`src/rtl/rte_pkg.sv`:
```
package rte_pkg;

  localparam int MODE_W = 3;

  // timing-mode codes for which the scan is performed
  localparam logic [MODE_W-1:0] MODE_FAST_A = 3'd6;
  localparam logic [MODE_W-1:0] MODE_FAST_B = 3'd7;

  typedef enum logic [3:0] {
    ST_IDLE,
    ST_APPLY,
    ST_APPLY_WAIT,
    ST_TEST,
    ST_TEST_WAIT,
    ST_STEP_END,
    ST_PICK,
    ST_FINAL,
    ST_FINAL_WAIT
  } rte_state_e;

  function automatic logic mode_is_tunable(input logic [MODE_W-1:0] m);
    return (m == MODE_FAST_A) || (m == MODE_FAST_B);
  endfunction

endpackage

```
`src/rtl/rte_hs_timer.sv`:
```
// Request/acknowledge handshake with a bounded wait.
module rte_hs_timer #(
  parameter int TMO_CYC = 1024,
  localparam int CNT_W  = $clog2(TMO_CYC + 1)
) (
  input  logic clk,
  input  logic rst_n,
  input  logic go_i,
  input  logic ack_i,
  output logic req_o,
  output logic fin_o,
  output logic tmo_o
);

  logic             req_q, req_d;
  logic             fin_q, fin_d;
  logic             tmo_q, tmo_d;
  logic [CNT_W-1:0] cnt_q, cnt_d;

  always_comb begin
    req_d = req_q;
    cnt_d = cnt_q;
    fin_d = 1'b0;
    tmo_d = 1'b0;
    if (req_q) begin
      if (ack_i) begin
        req_d = 1'b0;
        fin_d = 1'b1;
      end else if (cnt_q == CNT_W'(TMO_CYC - 1)) begin
        req_d = 1'b0;
        fin_d = 1'b1;
        tmo_d = 1'b1;
      end else begin
        cnt_d = cnt_q + 1'b1;
      end
    end else if (go_i) begin
      req_d = 1'b1;
      cnt_d = '0;
    end
  end

  always_ff @(posedge clk or negedge rst_n) begin
    if (!rst_n) begin
      req_q <= 1'b0;
      fin_q <= 1'b0;
      tmo_q <= 1'b0;
      cnt_q <= '0;
    end else begin
      req_q <= req_d;
      fin_q <= fin_d;
      tmo_q <= tmo_d;
      cnt_q <= cnt_d;
    end
  end

  assign req_o = req_q;
  assign fin_o = fin_q;
  assign tmo_o = tmo_q;

endmodule

```
`src/rtl/rte_run_track.sv`:
```
// Tracks consecutive-pass runs and the longest one seen.
module rte_run_track #(
  parameter int NUM_STEPS = 40,
  parameter int IDX_W     = 6,
  localparam int LEN_W    = $clog2(NUM_STEPS + 1)
) (
  input  logic             clk,
  input  logic             rst_n,
  input  logic             clr_i,
  input  logic             upd_i,
  input  logic             pass_i,
  input  logic [IDX_W-1:0] idx_i,
  output logic [IDX_W-1:0] centre_o,
  output logic             any_pass_o
);

  logic [LEN_W-1:0] cur_q, cur_d;
  logic [LEN_W-1:0] best_q, best_d;
  logic [IDX_W-1:0] end_q, end_d;
  logic [LEN_W-1:0] cur_inc;

  assign cur_inc = cur_q + 1'b1;

  always_comb begin
    cur_d  = cur_q;
    best_d = best_q;
    end_d  = end_q;
    if (clr_i) begin
      cur_d  = '0;
      best_d = '0;
      end_d  = '0;
    end else if (upd_i) begin
      if (pass_i) begin
        cur_d = cur_inc;
        // strictly longer only: ties keep the earlier run
        if (cur_inc > best_q) begin
          best_d = cur_inc;
          end_d  = idx_i;
        end
      end else begin
        cur_d = '0;
      end
    end
  end

  always_ff @(posedge clk or negedge rst_n) begin
    if (!rst_n) begin
      cur_q  <= '0;
      best_q <= '0;
      end_q  <= '0;
    end else begin
      cur_q  <= cur_d;
      best_q <= best_d;
      end_q  <= end_d;
    end
  end

  assign centre_o   = end_q - IDX_W'(best_q >> 1);
  assign any_pass_o = (best_q != '0);

endmodule

```
`src/rtl/rte_seq.sv`:
```
// Scan sequencer: steps, double commit, test, pick, final commit.
module rte_seq
  import rte_pkg::*;
#(
  parameter int NUM_STEPS    = 40,
  parameter int TUNE_W       = 6,
  parameter int APPLY_REPEAT = 2,
  localparam int REP_W       = $clog2(APPLY_REPEAT + 1)
) (
  input  logic              clk,
  input  logic              rst_n,
  input  logic              start_i,
  input  logic [MODE_W-1:0] mode_i,
  input  logic              upd_fin_i,
  input  logic              upd_tmo_i,
  input  logic              test_req_i,
  input  logic              test_fin_i,
  input  logic              test_tmo_i,
  input  logic              test_done_i,
  input  logic              test_pass_i,
  input  logic [TUNE_W-1:0] centre_i,
  input  logic              any_pass_i,
  output logic              upd_go_o,
  output logic              test_go_o,
  output logic              trk_clr_o,
  output logic              trk_upd_o,
  output logic              trk_pass_o,
  output logic [TUNE_W-1:0] idx_o,
  output logic [TUNE_W-1:0] tune_val_o,
  output logic              busy_o,
  output logic              done_o,
  output logic              err_o
);

  rte_state_e        st_q, st_d;
  logic [TUNE_W-1:0] idx_q, idx_d;
  logic [TUNE_W-1:0] tune_q, tune_d;
  logic [REP_W-1:0]  rep_q, rep_d;
  logic              verdict_q, verdict_d;
  logic              step_ok_q, step_ok_d;
  logic              done_q, done_d;
  logic              err_q, err_d;
  logic              last_step;
  logic              last_rep;

  assign last_step = (idx_q == TUNE_W'(NUM_STEPS - 1));
  assign last_rep  = (rep_q == REP_W'(APPLY_REPEAT - 1));

  always_comb begin
    st_d       = st_q;
    idx_d      = idx_q;
    tune_d     = tune_q;
    rep_d      = rep_q;
    step_ok_d  = step_ok_q;
    done_d     = done_q;
    err_d      = err_q;
    upd_go_o   = 1'b0;
    test_go_o  = 1'b0;
    trk_clr_o  = 1'b0;
    trk_upd_o  = 1'b0;
    // verdict is captured in the cycle the responder answers
    verdict_d  = (test_req_i && test_done_i) ? test_pass_i : verdict_q;

    unique case (st_q)
      ST_IDLE: begin
        if (start_i) begin
          err_d = 1'b0;
          if (mode_is_tunable(mode_i)) begin
            done_d    = 1'b0;
            idx_d     = '0;
            rep_d     = '0;
            trk_clr_o = 1'b1;
            st_d      = ST_APPLY;
          end else begin
            done_d = 1'b1;
          end
        end
      end
      ST_APPLY: begin
        tune_d   = idx_q;
        upd_go_o = 1'b1;
        st_d     = ST_APPLY_WAIT;
      end
      ST_APPLY_WAIT: begin
        if (upd_fin_i) begin
          if (upd_tmo_i) begin
            step_ok_d = 1'b0;
            rep_d     = '0;
            st_d      = ST_STEP_END;
          end else if (last_rep) begin
            rep_d = '0;
            st_d  = ST_TEST;
          end else begin
            rep_d = rep_q + 1'b1;
            st_d  = ST_APPLY;
          end
        end
      end
      ST_TEST: begin
        test_go_o = 1'b1;
        st_d      = ST_TEST_WAIT;
      end
      ST_TEST_WAIT: begin
        if (test_fin_i) begin
          step_ok_d = !test_tmo_i && verdict_q;
          st_d      = ST_STEP_END;
        end
      end
      ST_STEP_END: begin
        trk_upd_o = 1'b1;
        if (last_step) begin
          st_d = ST_PICK;
        end else begin
          idx_d = idx_q + 1'b1;
          st_d  = ST_APPLY;
        end
      end
      ST_PICK: begin
        if (any_pass_i) begin
          tune_d = centre_i;
          rep_d  = '0;
          st_d   = ST_FINAL;
        end else begin
          err_d  = 1'b1;
          done_d = 1'b1;
          st_d   = ST_IDLE;
        end
      end
      ST_FINAL: begin
        upd_go_o = 1'b1;
        st_d     = ST_FINAL_WAIT;
      end
      ST_FINAL_WAIT: begin
        if (upd_fin_i) begin
          if (upd_tmo_i || last_rep) begin
            done_d = 1'b1;
            rep_d  = '0;
            st_d   = ST_IDLE;
          end else begin
            rep_d = rep_q + 1'b1;
            st_d  = ST_FINAL;
          end
        end
      end
      default: st_d = ST_IDLE;
    endcase
  end

  always_ff @(posedge clk or negedge rst_n) begin
    if (!rst_n) begin
      st_q      <= ST_IDLE;
      idx_q     <= '0;
      tune_q    <= '0;
      rep_q     <= '0;
      verdict_q <= 1'b0;
      step_ok_q <= 1'b0;
      done_q    <= 1'b0;
      err_q     <= 1'b0;
    end else begin
      st_q      <= st_d;
      idx_q     <= idx_d;
      tune_q    <= tune_d;
      rep_q     <= rep_d;
      verdict_q <= verdict_d;
      step_ok_q <= step_ok_d;
      done_q    <= done_d;
      err_q     <= err_d;
    end
  end

  assign trk_pass_o = step_ok_q;
  assign idx_o      = idx_q;
  assign tune_val_o = tune_q;
  assign busy_o     = (st_q != ST_IDLE);
  assign done_o     = done_q;
  assign err_o      = err_q;

endmodule

```
`src/rtl/rx_tune_engine.sv`:
```
module rx_tune_engine
  import rte_pkg::*;
#(
  parameter int NUM_STEPS    = 40,
  parameter int TUNE_W       = 6,
  parameter int APPLY_REPEAT = 2,
  parameter int TIMEOUT_CYC  = 1024
) (
  input  logic              clk,
  input  logic              rst_n,
  input  logic              start_i,
  input  logic [2:0]        mode_i,
  output logic [TUNE_W-1:0] tune_val_o,
  output logic              upd_req_o,
  input  logic              upd_ack_i,
  output logic              test_req_o,
  input  logic              test_done_i,
  input  logic              test_pass_i,
  output logic              busy_o,
  output logic              done_o,
  output logic              err_o
);

  logic              upd_go, upd_fin, upd_tmo;
  logic              test_go, test_fin, test_tmo;
  logic              trk_clr, trk_upd, trk_pass;
  logic [TUNE_W-1:0] idx;
  logic [TUNE_W-1:0] centre;
  logic              any_pass;

  rte_hs_timer #(.TMO_CYC(TIMEOUT_CYC)) u_upd_hs (
    .clk   (clk),
    .rst_n (rst_n),
    .go_i  (upd_go),
    .ack_i (upd_ack_i),
    .req_o (upd_req_o),
    .fin_o (upd_fin),
    .tmo_o (upd_tmo)
  );

  rte_hs_timer #(.TMO_CYC(TIMEOUT_CYC)) u_test_hs (
    .clk   (clk),
    .rst_n (rst_n),
    .go_i  (test_go),
    .ack_i (test_done_i),
    .req_o (test_req_o),
    .fin_o (test_fin),
    .tmo_o (test_tmo)
  );

  rte_run_track #(.NUM_STEPS(NUM_STEPS), .IDX_W(TUNE_W)) u_track (
    .clk        (clk),
    .rst_n      (rst_n),
    .clr_i      (trk_clr),
    .upd_i      (trk_upd),
    .pass_i     (trk_pass),
    .idx_i      (idx),
    .centre_o   (centre),
    .any_pass_o (any_pass)
  );

  rte_seq #(
    .NUM_STEPS    (NUM_STEPS),
    .TUNE_W       (TUNE_W),
    .APPLY_REPEAT (APPLY_REPEAT)
  ) u_seq (
    .clk         (clk),
    .rst_n       (rst_n),
    .start_i     (start_i),
    .mode_i      (mode_i),
    .upd_fin_i   (upd_fin),
    .upd_tmo_i   (upd_tmo),
    .test_req_i  (test_req_o),
    .test_fin_i  (test_fin),
    .test_tmo_i  (test_tmo),
    .test_done_i (test_done_i),
    .test_pass_i (test_pass_i),
    .centre_i    (centre),
    .any_pass_i  (any_pass),
    .upd_go_o    (upd_go),
    .test_go_o   (test_go),
    .trk_clr_o   (trk_clr),
    .trk_upd_o   (trk_upd),
    .trk_pass_o  (trk_pass),
    .idx_o       (idx),
    .tune_val_o  (tune_val_o),
    .busy_o      (busy_o),
    .done_o      (done_o),
    .err_o       (err_o)
  );

endmodule

```
`config.mk`:
```
export PLATFORM = sky130hd
export DESIGN_NAME = rx_tune_engine
export DESIGN_NICKNAME = d
export VERILOG_FILES = /design/src/rtl/rte_pkg.sv /design/src/rtl/rte_hs_timer.sv /design/src/rtl/rte_run_track.sv /design/src/rtl/rte_seq.sv /design/src/rtl/rx_tune_engine.sv
export SDC_FILE = /design/constraint.sdc
export NUM_CORES = 1
export LEC_CHECK = 0
export ABC_AREA = 1
export BUFFER_PORTS_ARGS = -buffer_cell sky130_fd_sc_hd__clkbuf_2
export CORE_AREA = 2 2 169 88
export DETAILED_ROUTE_END_ITERATION = 10
export DIE_AREA = 0 0 171 90
export SYNTH_ARGS = -nofsm -noshare
export SYNTH_HDL_FRONTEND = slang
export SYNTH_SLANG_ARGS = --single-unit
```
`constraint.sdc`:
```
create_clock -name clk -period 3.1 [get_ports clk]
set_clock_uncertainty 0.15 [all_clocks]
set_input_delay 0.31 -clock clk [delete_from_list [all_inputs] [get_ports clk]]
set_output_delay 0.31 -clock clk [all_outputs]
set_load 0.03 [all_outputs]
```
==> qor.txt <==
TritonCTS clock tree -> done
Clk pwr share -> 0.345
Avg Inst Size Synth -> 7.326 um^2
Area of the die -> 15390 um^2
CTS Buf Count -> 9
Worst rel slew slack -> 0.4002
Fin Setup TNS -> 0 ns
Hold path endpoint -> u_upd_hs.tmo_o
Largest family of logic cells by synthesized area -> simple AND/OR/NAND/NOR gates
Seq cells post-synth -> 68
Synth warn -> 0
Via density -> 4.504
GR Overflow Total -> 0
Cells after Synth -> 559
Root Driver -> clkbuf_16
Total wire length -> 9742 um
Setup violations, final -> 0
IO Port Bufs -> 18
Min-delay worst type -> input port to register
Power Density -> 725.6 nW/um^2
Overall global routing resource usage -> 0.1342
Placed cell areas -> 4372 um^2
Worst path cell trace -> ha_1 > nand3_1 > xor2_1 > inv_1 > ha_1 > nand2_1 > nor2_1 > o21ai_0 > nand3_1 > nand2_2 > inv_2 > nand2_1 > nand2_1
Top area cells in the synthesized netlist -> dfrtp_1, nand2_1, nand3_1
Worst slack, placed -> 0.5442 ns
RSZ-0062 raised after global routing -> no
Max cap viols -> 0
Comb pwr share -> 0.303
Die width -> 171 um
Clock Sinks -> 68
Fmax -> 0.3915 GHz
Multiplexer area fraction after synthesis -> 0
Tot Pwr -> 3.434 mW
Sequential power share -> 0.352
Die height -> 90 um
Switching share of power -> 0.3833
Post-Synth XOR/XNOR Area -> 0.01283
Delay of the slowest cell on the worst path -> 0.41 ns
Via Count -> 3531
Crit path top cell by count -> nand2_1
Count of buffer and inverter cells on the critical path -> 2
Sequential fraction of the synthesis area -> 0.4155
Final worst slack -> 0.5456 ns
Critical Path RT -> 3.18 ns
List of most frequent post-synthesis cells -> nand2_1, nand3_1, dfrtp_1, inv_1, nor2_1
Reg2reg start -> u_track.cur_q[0]
Starting Density -> 0.2917
Synth Area in Compound Gates -> 0.07394
Row cnt -> 31
Area of the core -> 14040 um^2
Nets@finish -> 608
Worst Path Max Fanout -> 13
Element type at the critical path end -> register
RR Endpoint -> u_track.end_q[4]
Clock Tree Buf Depth -> 2
Number of synthesized flops with an enable pin -> 0
Ys flop type -> dfrtp_1
Hold Crit Start -> upd_ack_i
CP Class -> register to register
Syn_nets -> 586
Final Hold Fails -> 0
Clock Latency Late Sink -> 0.34 ns
Largest area contributor in the netlist -> dfrtp_1
Post-layout minimum cycle time -> 2.554 ns
Most common cell in the netlist -> nand2_1
IR drop worst, VDD -> 0.2909 mV
Worst-Margin Slew -> 0.8997 ns
Final GP Congestion -> 0.8369
Area growth from synthesis to layout -> 15.55%
WHS Path Cells -> 2
Delay-heaviest family, CP -> simple AND/OR/NAND/NOR gates
FF-to-FF setup slack -> 0.55 ns
Global-route wire length before repair -> 16220 um
DRT Pass-1 Iters -> 5
Largest net degree at the start of global routing -> 69
Reg2Reg Depth -> 13
DRC viols -> 0
Clock slew seen by the registers of the worst setup and hold paths -> 0.06 ns
Post-cts resize count -> 0
Post-DP HPWL -> 7198 um
First DRT Iteration DRCs -> 276
Post-synth cell types -> 36
Share of the synthesized area in the top cell type -> 0.4155
Net switching power -> 1.316 mW
Critical-path top delay cell -> dfrtp_1
Post-layout instance area -> 4732 um^2
Status -> completed
Internal power -> 2.118 mW
Antenna violations before repair -> 0
Layout cells sized above 1 -> 0.1075
Fillers -> 1492
Mapped cell area -> 4095 um^2
Io pins -> 20
Adder-cell share of the synthesized area -> 0.05683
Fin crit share -> 0.8240
Routed WL per cell -> 12.43 um
Synth async-reset ratio -> 1.000
Vias in the first global route -> 3061
Simple-gate area share of the yosys netlist -> 0.3639
CP arrival -> 2.63 ns
CTS H-tree lvls -> 3
WHS -> 0.02579 ns
P_leak -> 2.386 nW
Max Transition Viols Final -> 0
Post-route ant nets -> 0
Crit start category -> register
Ant. Diodes -> 0
-- logic make-up after synthesis --
| kind of cell | Yosys count |
|---|---|
| simple gates | 337 |
| buf+inv | 75 |
| flops | 68 |
| compound gates | 55 |
| fa+ha+maj | 18 |
| xor+xnor | 6 |
-- worst max-delay path by stage --
stage / startpoint / slack (ns) / cells past startpoint / to
after floorplan: u_track.cur_q[0] / 0.99 / 12 / u_track.best_q[2]
after global placement: u_track.cur_q[0] / 0.56 / 12 / u_track.end_q[0]
after detailed placement: u_track.cur_q[0] / 0.54 / 13 / u_track.end_q[4]
after CTS: u_track.cur_q[0] / 0.53 / 13 / u_track.end_q[0]
after global routing: u_track.cur_q[0] / 0.24 / 13 / u_track.end_q[4]
final: u_track.cur_q[0] / 0.55 / 13 / u_track.end_q[4]
-- flip-flops by register name, summed over array words and instances, names as in the netlist, 4 cells and up --
register          count
u_seq.tune_val_o      6
u_track.end_q         6
u_track.cur_q         6
u_track.best_q        6
u_test_hs.cnt_q      11
u_seq.idx_o           6
u_seq.st_q            4
u_upd_hs.cnt_q       11
-- area by class of cell --
class | instances | area, um^2 | share of cell area
clock buffer | 9 | 225.2 | 0.04759
tap | 198 | 247.7 | 0.05235
multi-input combinational | 416 | 2078 | 0.4392
inverter | 65 | 244.0 | 0.05156
timing repair buffer | 21 | 120.1 | 0.02538
clock inverter | 7 | 115.1 | 0.02433
sequential | 68 | 1702 | 0.3596
-- worst reg2reg max path, stage by stage (launching register included) --
cell     delay, ns
dfrtp_1       0.41
ha_1          0.24
nand3_1       0.11
xor2_1        0.19
inv_1         0.06
ha_1          0.27
nand2_1       0.12
nor2_1        0.06
o21ai_0       0.08
nand3_1       0.17
nand2_2       0.27
inv_2         0.16
nand2_1       0.10
nand2_1       0.05
-- repair_timing --
action | in CTS | in global routing
endpoints found under the setup margin | 0 | 0
hold endpoints to repair | 17 | 0
buffers inserted | 0 | 0
hold buffers | 2 | 0
-- layer usage --
layer	track usage	wire length, um
met1	0.2348	5776
met2	0.1465	3253
met3	0.04139	646
met4	0.02613	66
met5	0	0
-- power by group through the flow --
stage                     Combinational [mW]  Clock (mW)  Sequential [mW]
after floorplan                        0.732           0             1.24
after global placement                  1.03           0             1.22
after detailed placement                1.03           0             1.22
after CTS                               1.04        1.21             1.20
after global routing                    1.18        1.25             1.23
final                                   1.04        1.19             1.21
-- layout by cell type, fill, tap and decap left out, drive strengths merged --
master,n
nor4,1
nand3,79
inv,65
or2,1
o21a,1
a31oi,1
o22ai,1
clkinvlp,2
xor2,4
clkinv,2
dlygate4sd3,2
fa,1
clkbuf,26
nor2,59
a21oi,18
nand4,10
nand2,181
bufinv,3
o21bai,3
and2,2
o21ai,28
nor3,3
xnor2,2
dfrtp,68
ha,17
nand3b,1
buf,2
a21o,3
-- stage by stage --
| stage | util | std cells |
|---|---|---|
| 2_1_floorplan | - | 559 |
| 3_3_place_gp | 0.3114 | 766 |
| 3_5_place_dp | 0.3114 | 766 |
| 4_1_cts | 0.3370 | 784 |
| 5_1_grt | 0.3370 | 784 |
| 6_report | 0.3370 | 784 |
Power figures use the tool's default switching activity.
